$ cat src/rtl/irq_src_pkg.sv
package irq_src_pkg;

    localparam int CFG_W      = 4;
    localparam int DETACH_BIT = 3;
    localparam int MODE_W     = 3;

    typedef enum logic [MODE_W-1:0] {
        SM_OFF    = 3'd0,
        SM_DETACH = 3'd1,
        SM_RSV2   = 3'd2,
        SM_RSV3   = 3'd3,
        SM_RISE   = 3'd4,
        SM_FALL   = 3'd5,
        SM_HIGH   = 3'd6,
        SM_LOW    = 3'd7
    } src_mode_e;

    typedef enum logic [1:0] {
        OP_PEND_SET = 2'd0,
        OP_PEND_CLR = 2'd1,
        OP_EN_SET   = 2'd2,
        OP_EN_CLR   = 2'd3
    } sw_op_e;

    typedef struct packed {
        logic      pend;
        logic      en;
        logic      lvl;
        src_mode_e mode;
    } src_state_t;

    function automatic logic mode_is_edge(src_mode_e m);
        return (m == SM_RISE) || (m == SM_FALL);
    endfunction

    function automatic logic mode_is_level(src_mode_e m);
        return (m == SM_HIGH) || (m == SM_LOW);
    endfunction

    function automatic logic mode_is_live(src_mode_e m);
        return mode_is_edge(m) || mode_is_level(m);
    endfunction

    function automatic logic mode_inverts(src_mode_e m);
        return (m == SM_FALL) || (m == SM_LOW);
    endfunction

    // Rectified view of a level under a mode; non-live modes read 0.
    function automatic logic rectify(src_mode_e m, logic lvl);
        return mode_is_live(m) ? (lvl ^ mode_inverts(m)) : 1'b0;
    endfunction

    // Hardware pending condition for one input event.
    function automatic logic hw_sets(src_mode_e m, logic raw, logic prev, logic pend);
        logic hit;
        case (m)
            SM_RISE: hit = raw && !prev;
            SM_FALL: hit = !raw && prev;
            SM_HIGH: hit = raw;
            SM_LOW:  hit = !raw;
            default: hit = 1'b0;
        endcase
        return hit && !pend;
    endfunction

    function automatic src_mode_e cfg_decode(logic [CFG_W-1:0] d);
        return d[DETACH_BIT] ? SM_OFF : src_mode_e'(d[MODE_W-1:0]);
    endfunction

endpackage

$ cat src/rtl/irq_src_decode.sv
module irq_src_decode #(
    parameter int NUM_SRC = 6,
    parameter int IDX_W   = 3
) (
    input  logic               valid,
    input  logic [IDX_W-1:0]   idx,
    output logic [NUM_SRC-1:0] hit
);
    always_comb begin
        for (int i = 0; i < NUM_SRC; i++) begin
            hit[i] = valid && (i != 0) && (idx == IDX_W'(i));
        end
    end
endmodule

$ cat src/rtl/irq_src_cell.sv
module irq_src_cell
    import irq_src_pkg::*;
(
    input  logic             clk,
    input  logic             rst,
    input  logic             raw_i,
    input  logic             cfg_hit,
    input  logic [CFG_W-1:0] cfg_data,
    input  logic             sw_hit,
    input  sw_op_e           sw_op,
    output src_state_t       st_o,
    output logic             rect_o
);
    src_state_t st_q;
    src_state_t st_d;
    logic       sw_set_ok;

    // Level modes accept a software set only while the rectified raw input is high.
    assign sw_set_ok = (st_q.mode != SM_OFF) &&
                       (!mode_is_level(st_q.mode) || rectify(st_q.mode, raw_i));

    always_comb begin
        st_d = st_q;
        // input event first
        if (hw_sets(st_q.mode, raw_i, st_q.lvl, st_q.pend)) begin
            st_d.pend = 1'b1;
        end
        st_d.lvl = raw_i;
        // software write second
        if (sw_hit) begin
            case (sw_op)
                OP_PEND_SET: if (sw_set_ok) st_d.pend = 1'b1;
                OP_PEND_CLR: if (st_q.mode != SM_OFF) st_d.pend = 1'b0;
                OP_EN_SET:   st_d.en = 1'b1;
                OP_EN_CLR:   st_d.en = 1'b0;
                default:     st_d.en = st_q.en;
            endcase
        end
        if (cfg_hit) begin
            st_d.mode = cfg_decode(cfg_data);
        end
    end

    always_ff @(posedge clk) begin
        if (rst) begin
            st_q <= '0;
        end else begin
            st_q <= st_d;
        end
    end

    assign st_o   = st_q;
    assign rect_o = rectify(st_q.mode, st_q.lvl);
endmodule

$ cat src/rtl/irq_src_rdmux.sv
module irq_src_rdmux
    import irq_src_pkg::*;
#(
    parameter int NUM_SRC = 6,
    parameter int IDX_W   = 3
) (
    input  logic [IDX_W-1:0]               rd_idx,
    input  logic [NUM_SRC-1:0]             pend_v,
    input  logic [NUM_SRC-1:0]             en_v,
    input  logic [NUM_SRC-1:0]             rect_v,
    input  logic [NUM_SRC-1:0][MODE_W-1:0] mode_v,
    output logic [MODE_W-1:0]              rd_mode,
    output logic                           rd_pend,
    output logic                           rd_en,
    output logic                           rd_rect
);
    always_comb begin
        rd_mode = '0;
        rd_pend = 1'b0;
        rd_en   = 1'b0;
        rd_rect = 1'b0;
        for (int i = 0; i < NUM_SRC; i++) begin
            if (rd_idx == IDX_W'(i)) begin
                rd_mode = mode_v[i];
                rd_pend = pend_v[i];
                rd_en   = en_v[i];
                rd_rect = rect_v[i];
            end
        end
    end
endmodule

$ cat src/rtl/irq_src_bank.sv
module irq_src_bank
    import irq_src_pkg::*;
#(
    parameter int NUM_SRC = 6,
    parameter int IDX_W   = $clog2(NUM_SRC)
) (
    input  logic               clk,
    input  logic               rst,
    input  logic [NUM_SRC-1:0] src_raw,
    input  logic               cfg_we,
    input  logic [IDX_W-1:0]   cfg_idx,
    input  logic [3:0]         cfg_data,
    input  logic               sw_valid,
    input  logic [1:0]         sw_op,
    input  logic [IDX_W-1:0]   sw_idx,
    input  logic [IDX_W-1:0]   rd_idx,
    output logic [NUM_SRC-1:0] pend_o,
    output logic [NUM_SRC-1:0] en_o,
    output logic [NUM_SRC-1:0] rect_o,
    output logic [2:0]         rd_mode,
    output logic               rd_pend,
    output logic               rd_en,
    output logic               rd_rect
);
    logic [NUM_SRC-1:0]             cfg_hit;
    logic [NUM_SRC-1:0]             sw_hit;
    logic [NUM_SRC-1:0][MODE_W-1:0] mode_vec;
    src_state_t                     st [NUM_SRC];

    irq_src_decode #(.NUM_SRC(NUM_SRC), .IDX_W(IDX_W)) u_cfg_dec (
        .valid (cfg_we),
        .idx   (cfg_idx),
        .hit   (cfg_hit)
    );

    irq_src_decode #(.NUM_SRC(NUM_SRC), .IDX_W(IDX_W)) u_sw_dec (
        .valid (sw_valid),
        .idx   (sw_idx),
        .hit   (sw_hit)
    );

    for (genvar i = 0; i < NUM_SRC; i++) begin : g_src
        if (i == 0) begin : g_none
            assign st[i]     = '0;
            assign rect_o[i] = 1'b0;
        end else begin : g_cell
            irq_src_cell u_cell (
                .clk      (clk),
                .rst      (rst),
                .raw_i    (src_raw[i]),
                .cfg_hit  (cfg_hit[i]),
                .cfg_data (cfg_data),
                .sw_hit   (sw_hit[i]),
                .sw_op    (sw_op_e'(sw_op)),
                .st_o     (st[i]),
                .rect_o   (rect_o[i])
            );
        end
        assign pend_o[i]   = st[i].pend;
        assign en_o[i]     = st[i].en;
        assign mode_vec[i] = st[i].mode;
    end

    irq_src_rdmux #(.NUM_SRC(NUM_SRC), .IDX_W(IDX_W)) u_rd (
        .rd_idx  (rd_idx),
        .pend_v  (pend_o),
        .en_v    (en_o),
        .rect_v  (rect_o),
        .mode_v  (mode_vec),
        .rd_mode (rd_mode),
        .rd_pend (rd_pend),
        .rd_en   (rd_en),
        .rd_rect (rd_rect)
    );
endmodule

$ cat config.mk
export PLATFORM = sky130hd
export DESIGN_NAME = irq_src_bank
export DESIGN_NICKNAME = d
export VERILOG_FILES = /design/src/rtl/irq_src_pkg.sv /design/src/rtl/irq_src_decode.sv /design/src/rtl/irq_src_cell.sv /design/src/rtl/irq_src_rdmux.sv /design/src/rtl/irq_src_bank.sv
export SDC_FILE = /design/constraint.sdc
export NUM_CORES = 1
export LEC_CHECK = 0
export ABC_AREA = 1
export BUFFER_PORTS_ARGS = -buffer_cell sky130_fd_sc_hd__buf_2
export CORE_MARGIN = 5
export CORE_UTILIZATION = 53
export DETAILED_ROUTE_END_ITERATION = 7
export PLACE_DENSITY = 0.8
export SLEW_MARGIN = 0
export SYNTH_ARGS = -nofsm -noshare
export SYNTH_HDL_FRONTEND = slang
export SYNTH_SLANG_ARGS = --single-unit
export TNS_END_PERCENT = 10
$ cat constraint.sdc
create_clock -name clk -period 1.35 [get_ports clk]
set_input_delay 0.135 -clock clk [delete_from_list [all_inputs] [get_ports clk]]
set_output_delay 0.135 -clock clk [all_outputs]
set_load 0.02 [all_outputs]
==> results of run 1 <==
[how the worst min path moves through the flow]
stage,slack (ns),cells past startpoint,startpoint,end
final,-0.0009,3,src_raw[2],g_src[2].g_cell.u_cell.st_o[3]$_SDFF_PP0_
after global routing,0.01,3,src_raw[2],g_src[2].g_cell.u_cell.st_o[3]$_SDFF_PP0_
after CTS,0.01,3,src_raw[2],g_src[2].g_cell.u_cell.st_o[3]$_SDFF_PP0_
after detailed placement,0.37,3,src_raw[5],g_src[5].g_cell.u_cell.st_o[3]$_SDFF_PP0_
after global placement,0.36,3,src_raw[5],g_src[5].g_cell.u_cell.st_o[3]$_SDFF_PP0_
after floorplan,0.24,2,src_raw[2],g_src[2].g_cell.u_cell.st_o[3]$_SDFF_PP0_
[repair_timing]
item | 4_1_cts | 5_1_grt
setup endpoints to repair | 9 | 11
pin swaps | 3 | 4
gates resized for setup | 25 | 20
buffers inserted | 1 | 2
[power by group through the flow]
| stage | sequential (W) | combinational [W] | clock, W |
|---|---|---|---|
| floorplan | 0.000950 | 0.000202 | 0 |
| global placement | 0.000953 | 0.000283 | 0 |
| detailed placement | 0.000954 | 0.000289 | 0 |
| CTS | 0.000937 | 0.000300 | 0.000723 |
| global route | 0.000943 | 0.000354 | 0.000765 |
| finish | 0.000939 | 0.000318 | 0.000721 |
[critical path: cells and delay by family (launching register included)]
family,cells,cell delay [ns]
XOR/XNOR,1,0.19
flip-flops,1,0.38
buffers and inverters,1,0.16
AND/OR/NAND/NOR,4,0.39
[synthesized netlist by cell type (4+ instances only)]
master,n
a21oi_1,34
buf_2,4
buf_4,18
dfxtp_1,30
inv_1,60
nand2_1,65
nand3_1,18
nand4_1,6
nor2_1,26
nor3_1,4
o21ai_0,25
o22ai_1,7
[cells by family after synthesis]
group                     count (synthesis)  share of synthesized area
buffers and inverters                    82                      0.201
and+or+nand+nor                         123                      0.283
xor gates and xnor gates                  1                    0.00464
other                                     1                    0.00198
AOI/OAI and AO/OA                        69                      0.191
DFF                                      30                      0.318
[final cells by class]
type	instances	area share
multi-input combinational	196	0.428
sequential	30	0.272
timing repair buffer	53	0.140
inverter	60	0.100
tap	46	0.0254
clock buffer	6	0.0182
clock inverter	2	0.0166
[through the flow]
step	cell area, um2	setup WS [ns]	power, W	TNS, ns	utilization
finish	2270	-0.242	0.00198	-0.893	0.669
global route	2270	-0.329	0.00206	-1.56	0.669
CTS	2190	-0.256	0.00196	-0.628	0.647
detailed placement	2060	0.0433	0.00124	0	0.609
global placement	2060	0.0649	0.00124	0	0.609
floorplan	1900	0.195	0.00115	0	-
[cell usage in the layout (no fill, tap or decap), types with 6 or more instances in the layout]
cell,count
a21oi_1,33
buf_2,37
buf_4,13
dfxtp_1,19
dfxtp_2,10
inv_1,53
inv_2,6
nand2_1,62
nand3_1,18
nand4_1,6
nor2_1,22
o21ai_0,24
[metal layers]
| metal | global-route usage | wire length (um) | vias to the layer above |
|---|---|---|---|
| li1 | - | - | 1039 |
| met5 | 0 | 0 | - |
| met1 | 0.238 | 1980 | 911 |
| met2 | 0.357 | 2380 | 81 |
| met4 | 0.0723 | 99 | 0 |
| met3 | 0.0449 | 409 | 12 |
==> impl_metrics.yaml, run 1 <==
run_status:
  outcome: "finished, violations left"
  violations: "hold timing, setup timing"
clocking:
  clkTransAtPathRegs_ns: 0.10
  ctsHoldBuffers: 0
  cts_made_buffers: 5
  cts_max_level: 2
  cts_sinks: 30
  cts_buffer_depth: 2
  clk_root_buffer_cell: "clkbuf_4"
  insertion_delay_ns: 0.34
  cts_tree: "yes"
logic_synthesis:
  ys_async_sr_fraction: 0
  syn_area_per_cell_um2: 6.17
  seq_area_frac_synth: 0.318
  synth-edff-count: 0
  syn_area_um2: 1890
  synth.top_cell.area_share: 0.318
  synth_flop_cell: "dfxtp_1"
  ys_warn_count: 0
  ys_seq_elements: 30
  synthCells: 306
  ys_top_cells_by_area: "dfxtp_1 (32%), nand2_1 (13%), inv_1 (12%)"
  yosysUniqueCellTypes: 20
  yosysTopAreaCell: "dfxtp_1"
detailed_routing:
  drc_errors: 0
  vias_per_cell: 5.20
  dr.pass1.iters: 4
  vias: 2043
  wl_um: 4870
  ant_nets: 0
  drt_iter0_markers: 177
  routedWlPerCell_um: 12.4
worst_setup_path:
  r2r_slack_ns: 0.25
  crit_arrival_ns: 1.46
  startpoint_type: "register"
  cp-end-kind: "output port"
  crit_end: "rd_rect"
  regToRegEndpoint: "g_src[4].g_cell.u_cell.st_o[5]$_SDFF_PP0_"
  cp-startpoint: "g_src[1].g_cell.u_cell.st_o[2]$_SDFFE_PP0P_"
  r2r_start: "g_src[4].g_cell.u_cell.st_o[1]$_SDFFE_PP0P_"
  worst_r2r_path_depth: 8
  required_ns: 1.22
  worstPathMaxFanout: 4
  max_stage_delay_ns: 0.38
  crit_chain: "nand2_4 > xor2_2 > nor2_1 > nor2_2 > nand4_1 > buf_6"
  critical_path_class: "register to output port"
  crit_path_top_delay_cell: "dfxtp_4"
timing:
  fin_crit_sh: 1.18
  hold_ws_ns: -0.000879
  rsz0062_at_grt: "true"
  setup_viol: 6
  max_freq_mhz: 628
  slew_viol_final: 0
  hold_violations: 1
  min_period_ns: 1.59
  fin_ws_ns: -0.242
  fin_skew_ns: 0.0102
global_route:
  gr-usage-all-layers: 0.202
  grt_pass1_wl_um: 8140
  grt_pass1_vias: 1951
  grt.overflow.total: 0
  grt_max_degree: 11
  grt_antenna_before_repair: 0
floorplan:
  dieWidth_um: 69.7
  initial_core_util: 0.557
  core_area_um2: 3390
  io_pins: 49
  die_area_um2: 4860
  die_h_um: 69.7
  num_rows: 21
layout:
  largest_reg_flops: 30
  drive_gt1_frac: 0.268
  syn_to_final_growth_pct: 20.0
  n_antenna_cell: 0
  seq_area_um2: 617
  nFillCells: 306
  final_cell_count_no_fill: 393
  fin_nets: 371
  multi_input_area_um2: 970
placed_design:
  place.port_buffers: 44
  post-dp-hpwl_um: 3660
  dp.cells: 382
  gp_congestion: 0.870
pwr:
  p_switching_w: 0.000559
  p_seq_frac: 0.475
  ir_drop_mv: 0.488
  switching_share: 0.283
  clockPowerShare: 0.365
  p_per_area_nw_per_um2: 872
  power_frac_comb: 0.161
  power.leakage_nw: 1.17
  internal_power_w: 0.00142
min_path:
  min_path_type: "primary input to register"
run:
  drv_cap: 0
Note: power is estimated with default switching activity, not from simulation.
==> inputs of run 2 (changes only) <==
- SETUP_SLACK_MARGIN: not set -> 0.2
==> run 2 against run 1 <==
Cell area increased by 1.5%. Largest power group unchanged. Global-route usage decreased by 1.1 points. Highest routed layer unchanged. Critical path depth did not move. Clock skew decreased by 0.0023 ns. Sequential cell count did not move. Register-to-register slack improved by 0.04 ns. Sequential power barely moved. Critical endpoint unchanged. Utilization up 1.0 points. Via count shrank 0.73%. The flow finishes with violations (setup timing). Combinational power is 3% higher.
==> impl_metrics.yaml, run 2 (synthesis results as in run 1) <==
clocking:
  cts_tree: "yes"
  insertion_delay_ns: 0.34
  clkTransAtPathRegs_ns: 0.09
  cts_max_level: 2
  cts_sinks: 30
  clk_root_buffer_cell: "clkbuf_4"
  cts_made_buffers: 5
  cts_buffer_depth: 2
global_route:
  grt_pass1_vias: 1798
  grt_max_degree: 22
  grt.overflow.total: 0
  grt_pass1_wl_um: 7650
  gr-usage-all-layers: 0.191
  grt_antenna_before_repair: 0
timing:
  min_period_ns: 1.56
  rsz0062_at_grt: "true"
  setup_viol: 6
  fin_skew_ns: 0.00792
  fin_crit_sh: 1.16
  max_freq_mhz: 640
  fin_ws_ns: -0.212
  hold_violations: 0
  slew_viol_final: 0
worst_setup_path:
  r2r_slack_ns: 0.29
  crit_arrival_ns: 1.43
  r2r_start: "g_src[1].g_cell.u_cell.st_o[0]$_SDFFE_PP0P_"
  startpoint_type: "register"
  worstPathMaxFanout: 2
  worst_r2r_path_depth: 8
  cp-end-kind: "output port"
  critical_path_class: "register to output port"
  regToRegEndpoint: "g_src[1].g_cell.u_cell.st_o[5]$_SDFF_PP0_"
  required_ns: 1.22
detailed_routing:
  routedWlPerCell_um: 12.3
  wl_um: 4840
  vias_per_cell: 5.17
  dr.pass1.iters: 4
  drt_iter0_markers: 141
  drc_errors: 0
  ant_nets: 0
  vias: 2028
layout:
  nFillCells: 298
  final_common_cell: "nand2_1"
  drive_gt1_frac: 0.301
  fin_nets: 370
  syn_to_final_growth_pct: 21.9
  n_antenna_cell: 0
  most-common-layout-cells: "nand2_1 (57), inv_1 (48), buf_2 (35), a21oi_1 (33), o21ai_0 (24)"
  largest_reg_flops: 30
  final_cell_count_no_fill: 392
pwr:
  ir_drop_mv: 0.493
  clockPowerShare: 0.310
  internal_power_w: 0.00128
  p_switching_w: 0.000551
  p_per_area_nw_per_um2: 797
  power_w: 0.00183
  switching_share: 0.300
  power_frac_comb: 0.178
  p_seq_frac: 0.512
  power.leakage_nw: 1.19
floorplan:
  initial_core_util: 0.557
  die_h_um: 69.7
  core_area_um2: 3390
  num_rows: 21
  io_pins: 49
  die_area_um2: 4860
  dieWidth_um: 69.7
min_path:
  min_path_type: "primary input to register"
  min_from: "src_raw[2]"
  holdPathEnd: "g_src[2].g_cell.u_cell.st_o[3]$_SDFF_PP0_"
  whs_path_depth: 3
placed_design:
  post-dp-hpwl_um: 3620
  place.port_buffers: 44
  gp_congestion: 0.884
  dp.cells: 381
run:
  drv_cap: 0
run_status:
  outcome: "finished, violations left"
  violations: "setup timing"
[run 2: worst max path at each step]
stage | cells after the start | endpoint | from | slack, ns
3_3_place_gp | 6 | rd_rect | g_src[1].g_cell.u_cell.st_o[2]$_SDFFE_PP0P_ | 0.08
2_1_floorplan | 5 | rd_rect | g_src[1].g_cell.u_cell.st_o[2]$_SDFFE_PP0P_ | 0.24
4_1_cts | 6 | rd_rect | g_src[2].g_cell.u_cell.st_o[3]$_SDFF_PP0_ | -0.24
5_1_grt | 6 | rd_rect | g_src[2].g_cell.u_cell.st_o[0]$_SDFFE_PP0P_ | -0.27
3_5_place_dp | 6 | rd_rect | g_src[1].g_cell.u_cell.st_o[2]$_SDFFE_PP0P_ | 0.08
6_report | 6 | rd_rect | g_src[2].g_cell.u_cell.st_o[0]$_SDFFE_PP0P_ | -0.21
[run 2: what timing repair did]
item,CTS,global route
endpoints found under the setup margin,11,13
hold buffers,0,0
gates resized for setup,41,27
buffers inserted,2,1
pin swaps,11,7
[run 2: power groups by stage]
stage                     combinational, W  sequential (W)  clock [W]
final                             0.000327        0.000939   0.000569
after global routing              0.000365        0.000943   0.000613
after CTS                         0.000310        0.000937   0.000578
after detailed placement          0.000293        0.000955          0
after global placement            0.000288        0.000954          0
after floorplan                   0.000203        0.000950          0
[run 2: per-layer routing]
| metal | track usage | share of wire | vias to the layer above |
|---|---|---|---|
| met2 | 0.314 | 0.48 | 99 |
| met5 | 0 | 0 | - |
| met3 | 0.0594 | 0.092 | 15 |
| met1 | 0.225 | 0.40 | 876 |
| li1 | - | - | 1038 |
| met4 | 0.0957 | 0.025 | 0 |
[run 2: critical path, cell delays in order, from the launching register on]
cell and delay [ns]:
dfxtp_2 0.33, or2_4 0.26, nand2_4 0.07, nor3_2 0.03, nor2_1 0.14, nand4_1 0.11, buf_6 0.15
[run 2: cell type report]
type / instances / area, um2 / area share
flip-flops and latches: 30 / 628 / 0.273
repair buffers: 52 / 334 / 0.145
clock inverters: 1 / 5.00 / 0.00217
multi-input cells: 196 / 992 / 0.431
inverters: 60 / 230 / 0.100
well taps: 46 / 57.6 / 0.0250
clock buffers: 7 / 55.1 / 0.0239
[run 2: stage by stage]
step,setup TNS [ns],area (um2),worst slack (ns),hold WS (ns),utilization
final,-0.562,2300,-0.212,0.0107,0.679
after global routing,-1.09,2300,-0.271,0.00735,0.679
after CTS,-0.642,2220,-0.240,0.00259,0.655
after detailed placement,0,2070,0.0770,0.371,0.611
after global placement,0,2070,0.0849,0.363,0.611
after floorplan,0,1900,0.242,0.242,-
==> inputs of run 3 (changes only) <==
- CORE_MARGIN: 5 -> not set
- CORE_UTILIZATION: 53 -> 48
- PLACE_DENSITY: 0.8 -> not set
- PLACE_DENSITY_LB_ADDON: not set -> 0.15
- clock period: 1.35 -> 1.26 ns (I/O delays scaled with it)
==> run 3 against run 2 <==
The flow still finishes with violations (setup timing). Largest cell class unchanged. Critical path type unchanged. Global-route usage increased by 4.5 points. Sequential share of layout area decreased by 0.46 points. Highest routed layer unchanged. Non-clock buffer count is 1 higher.
==> impl_metrics.yaml, run 3 (synthesis results as in run 1) <==
pwr:
  ir_drop_mv: 0.709
  p_per_area_nw_per_um2: 934
  power.leakage_nw: 1.17
floorplan:
  dieWidth_um: 64.7
  die_h_um: 64.7
  io_pins: 49
  initial_core_util: 0.508
  num_rows: 22
  die_area_um2: 4190
  core_area_um2: 3720
detailed_routing:
  wl_um: 4710
  routedWlPerCell_um: 11.9
  drt_iter0_markers: 129
  drc_errors: 0
  dr.pass1.iters: 6
  vias: 2012
  vias_per_cell: 5.09
  ant_nets: 0
worst_setup_path:
  crit_family: "compound AO/OA/AOI/OAI gates"
  cp-end-kind: "output port"
  path_buf_inv: 2
  worstPathMaxFanout: 4
  startpoint_type: "register"
  crit_path_top_delay_cell: "dfxtp_2"
  critical_path_class: "register to output port"
  regToRegEndpoint: "g_src[1].g_cell.u_cell.st_o[5]$_SDFF_PP0_"
  r2r_start: "g_src[1].g_cell.u_cell.st_o[0]$_SDFFE_PP0P_"
  crit_arrival_ns: 1.40
  crit_chain: "buf_4 > nand4_1 > o21ai_1 > a21oi_1 > o211ai_1 > buf_2"
  cp-startpoint: "g_src[1].g_cell.u_cell.st_o[2]$_SDFFE_PP0P_"
  crit_cells: 6
  worst_r2r_path_depth: 8
  max_stage_delay_ns: 0.34
  r2r_slack_ns: 0.19
  crit_end: "rd_mode[2]"
  required_ns: 1.13
timing:
  fin_skew_ns: 0.00942
  setup_viol: 4
  min_period_ns: 1.52
  hold_violations: 0
  slew_viol_final: 0
  fin_crit_sh: 1.21
  fin_setup_tns_ns: -0.742
  max_freq_mhz: 656
  fin_ws_ns: -0.265
  rsz0062_at_grt: "true"
min_path:
  min_path_type: "primary input to register"
placed_design:
  place.port_buffers: 44
  gp_congestion: 0.932
  post-dp-hpwl_um: 3650
  place_area_um2: 2100
layout:
  largest_reg_flops: 30
  n_antenna_cell: 0
  final_area_um2: 2290
  drive_gt1_frac: 0.280
  syn_to_final_growth_pct: 21.0
  fin_nets: 371
  nFillCells: 374
  most-common-layout-cells: "nand2_1 (61), inv_1 (49), buf_2 (36), a21oi_1 (32), nor2_1 (24)"
  final_common_cell: "nand2_1"
clocking:
  cts_max_level: 2
  cts_buffer_depth: 2
  clk_root_buffer_cell: "clkbuf_8"
  insertion_delay_ns: 0.29
  clkTransAtPathRegs_ns: 0.07
  cts_made_buffers: 5
  cts_tree: "yes"
  cts_sinks: 30
global_route:
  grt_pass1_vias: 1676
  gr-usage-met2: 0.391
  grt_pass1_wl_um: 7410
  grtUsageMet1: 0.289
  grt-busiest-layer: "met2"
  grt.overflow.total: 0
  use_met3: 0.0599
  grt_max_degree: 20
  gr-usage-all-layers: 0.236
  grt_antenna_before_repair: 0
run_status:
  violations: "setup timing"
  outcome: "finished, violations left"
run:
  drv_cap: 0
-- run 3: where the power goes --
group | switching [W] | internal, W | total [W]
combinational | 0.000220 | 0.000125 | 0.000345
clock | 0.000398 | 0.000387 | 0.000786
sequential | 0.0000241 | 0.000982 | 0.00101
total | 0.000643 | 0.00149 | 0.00214
-- run 3: worst min path at each step --
stage          startpoint  cells past startpoint                                        end
2_1_floorplan  src_raw[2]                      2  g_src[2].g_cell.u_cell.st_o[3]$_SDFF_PP0_
3_3_place_gp   src_raw[5]                      3  g_src[5].g_cell.u_cell.st_o[3]$_SDFF_PP0_
3_5_place_dp   src_raw[5]                      3  g_src[5].g_cell.u_cell.st_o[3]$_SDFF_PP0_
4_1_cts        src_raw[5]                      3  g_src[5].g_cell.u_cell.st_o[3]$_SDFF_PP0_
5_1_grt        src_raw[3]                      3  g_src[3].g_cell.u_cell.st_o[3]$_SDFF_PP0_
6_report       src_raw[2]                      3  g_src[2].g_cell.u_cell.st_o[3]$_SDFF_PP0_
-- run 3: tightest hold or removal path: cells and delay by family --
kind                   cells  cell delay [ns]
AND/OR/NAND/NOR            1             0.03
buffers and inverters      2             0.15
-- run 3: timing repair --
| item | 4_1_cts | 5_1_grt |
|---|---|---|
| setup buffers | 1 | 0 |
| hold buffers | 0 | 0 |
| endpoints found under the setup margin | 11 | 16 |
| resized for setup | 27 | 16 |
| pin swaps | 4 | 3 |
-- run 3: stage by stage --
stage               setup slack (ns)  total power (W)  hold slack (ns)  instances  utilization
floorplan                      0.181          0.00124            0.233        308            -
global placement            -0.00826          0.00134            0.358        386        0.566
detailed placement           -0.0126          0.00135            0.363        386        0.566
CTS                           -0.269          0.00214           0.0516        395        0.604
global route                  -0.318          0.00225           0.0681        395        0.615
finish                        -0.265          0.00214           0.0584        395        0.615
-- run 3: layer usage --
layer | share of wire | routed length [um]
met2 | 0.46 | 2150
met5 | 0 | 0
met4 | 0.030 | 143
met1 | 0.45 | 2110
met3 | 0.065 | 305
-- run 3: final cells by class --
type                    count  area, um2  share of cell area
clock inverters             3       21.3             0.00930
well taps                  48       60.1              0.0263
inverters                  60        228              0.0996
repair buffers             53        332               0.145
clock buffers               5       68.8              0.0301
multi-input cells         196        963               0.421
flip-flops and latches     30        613               0.268
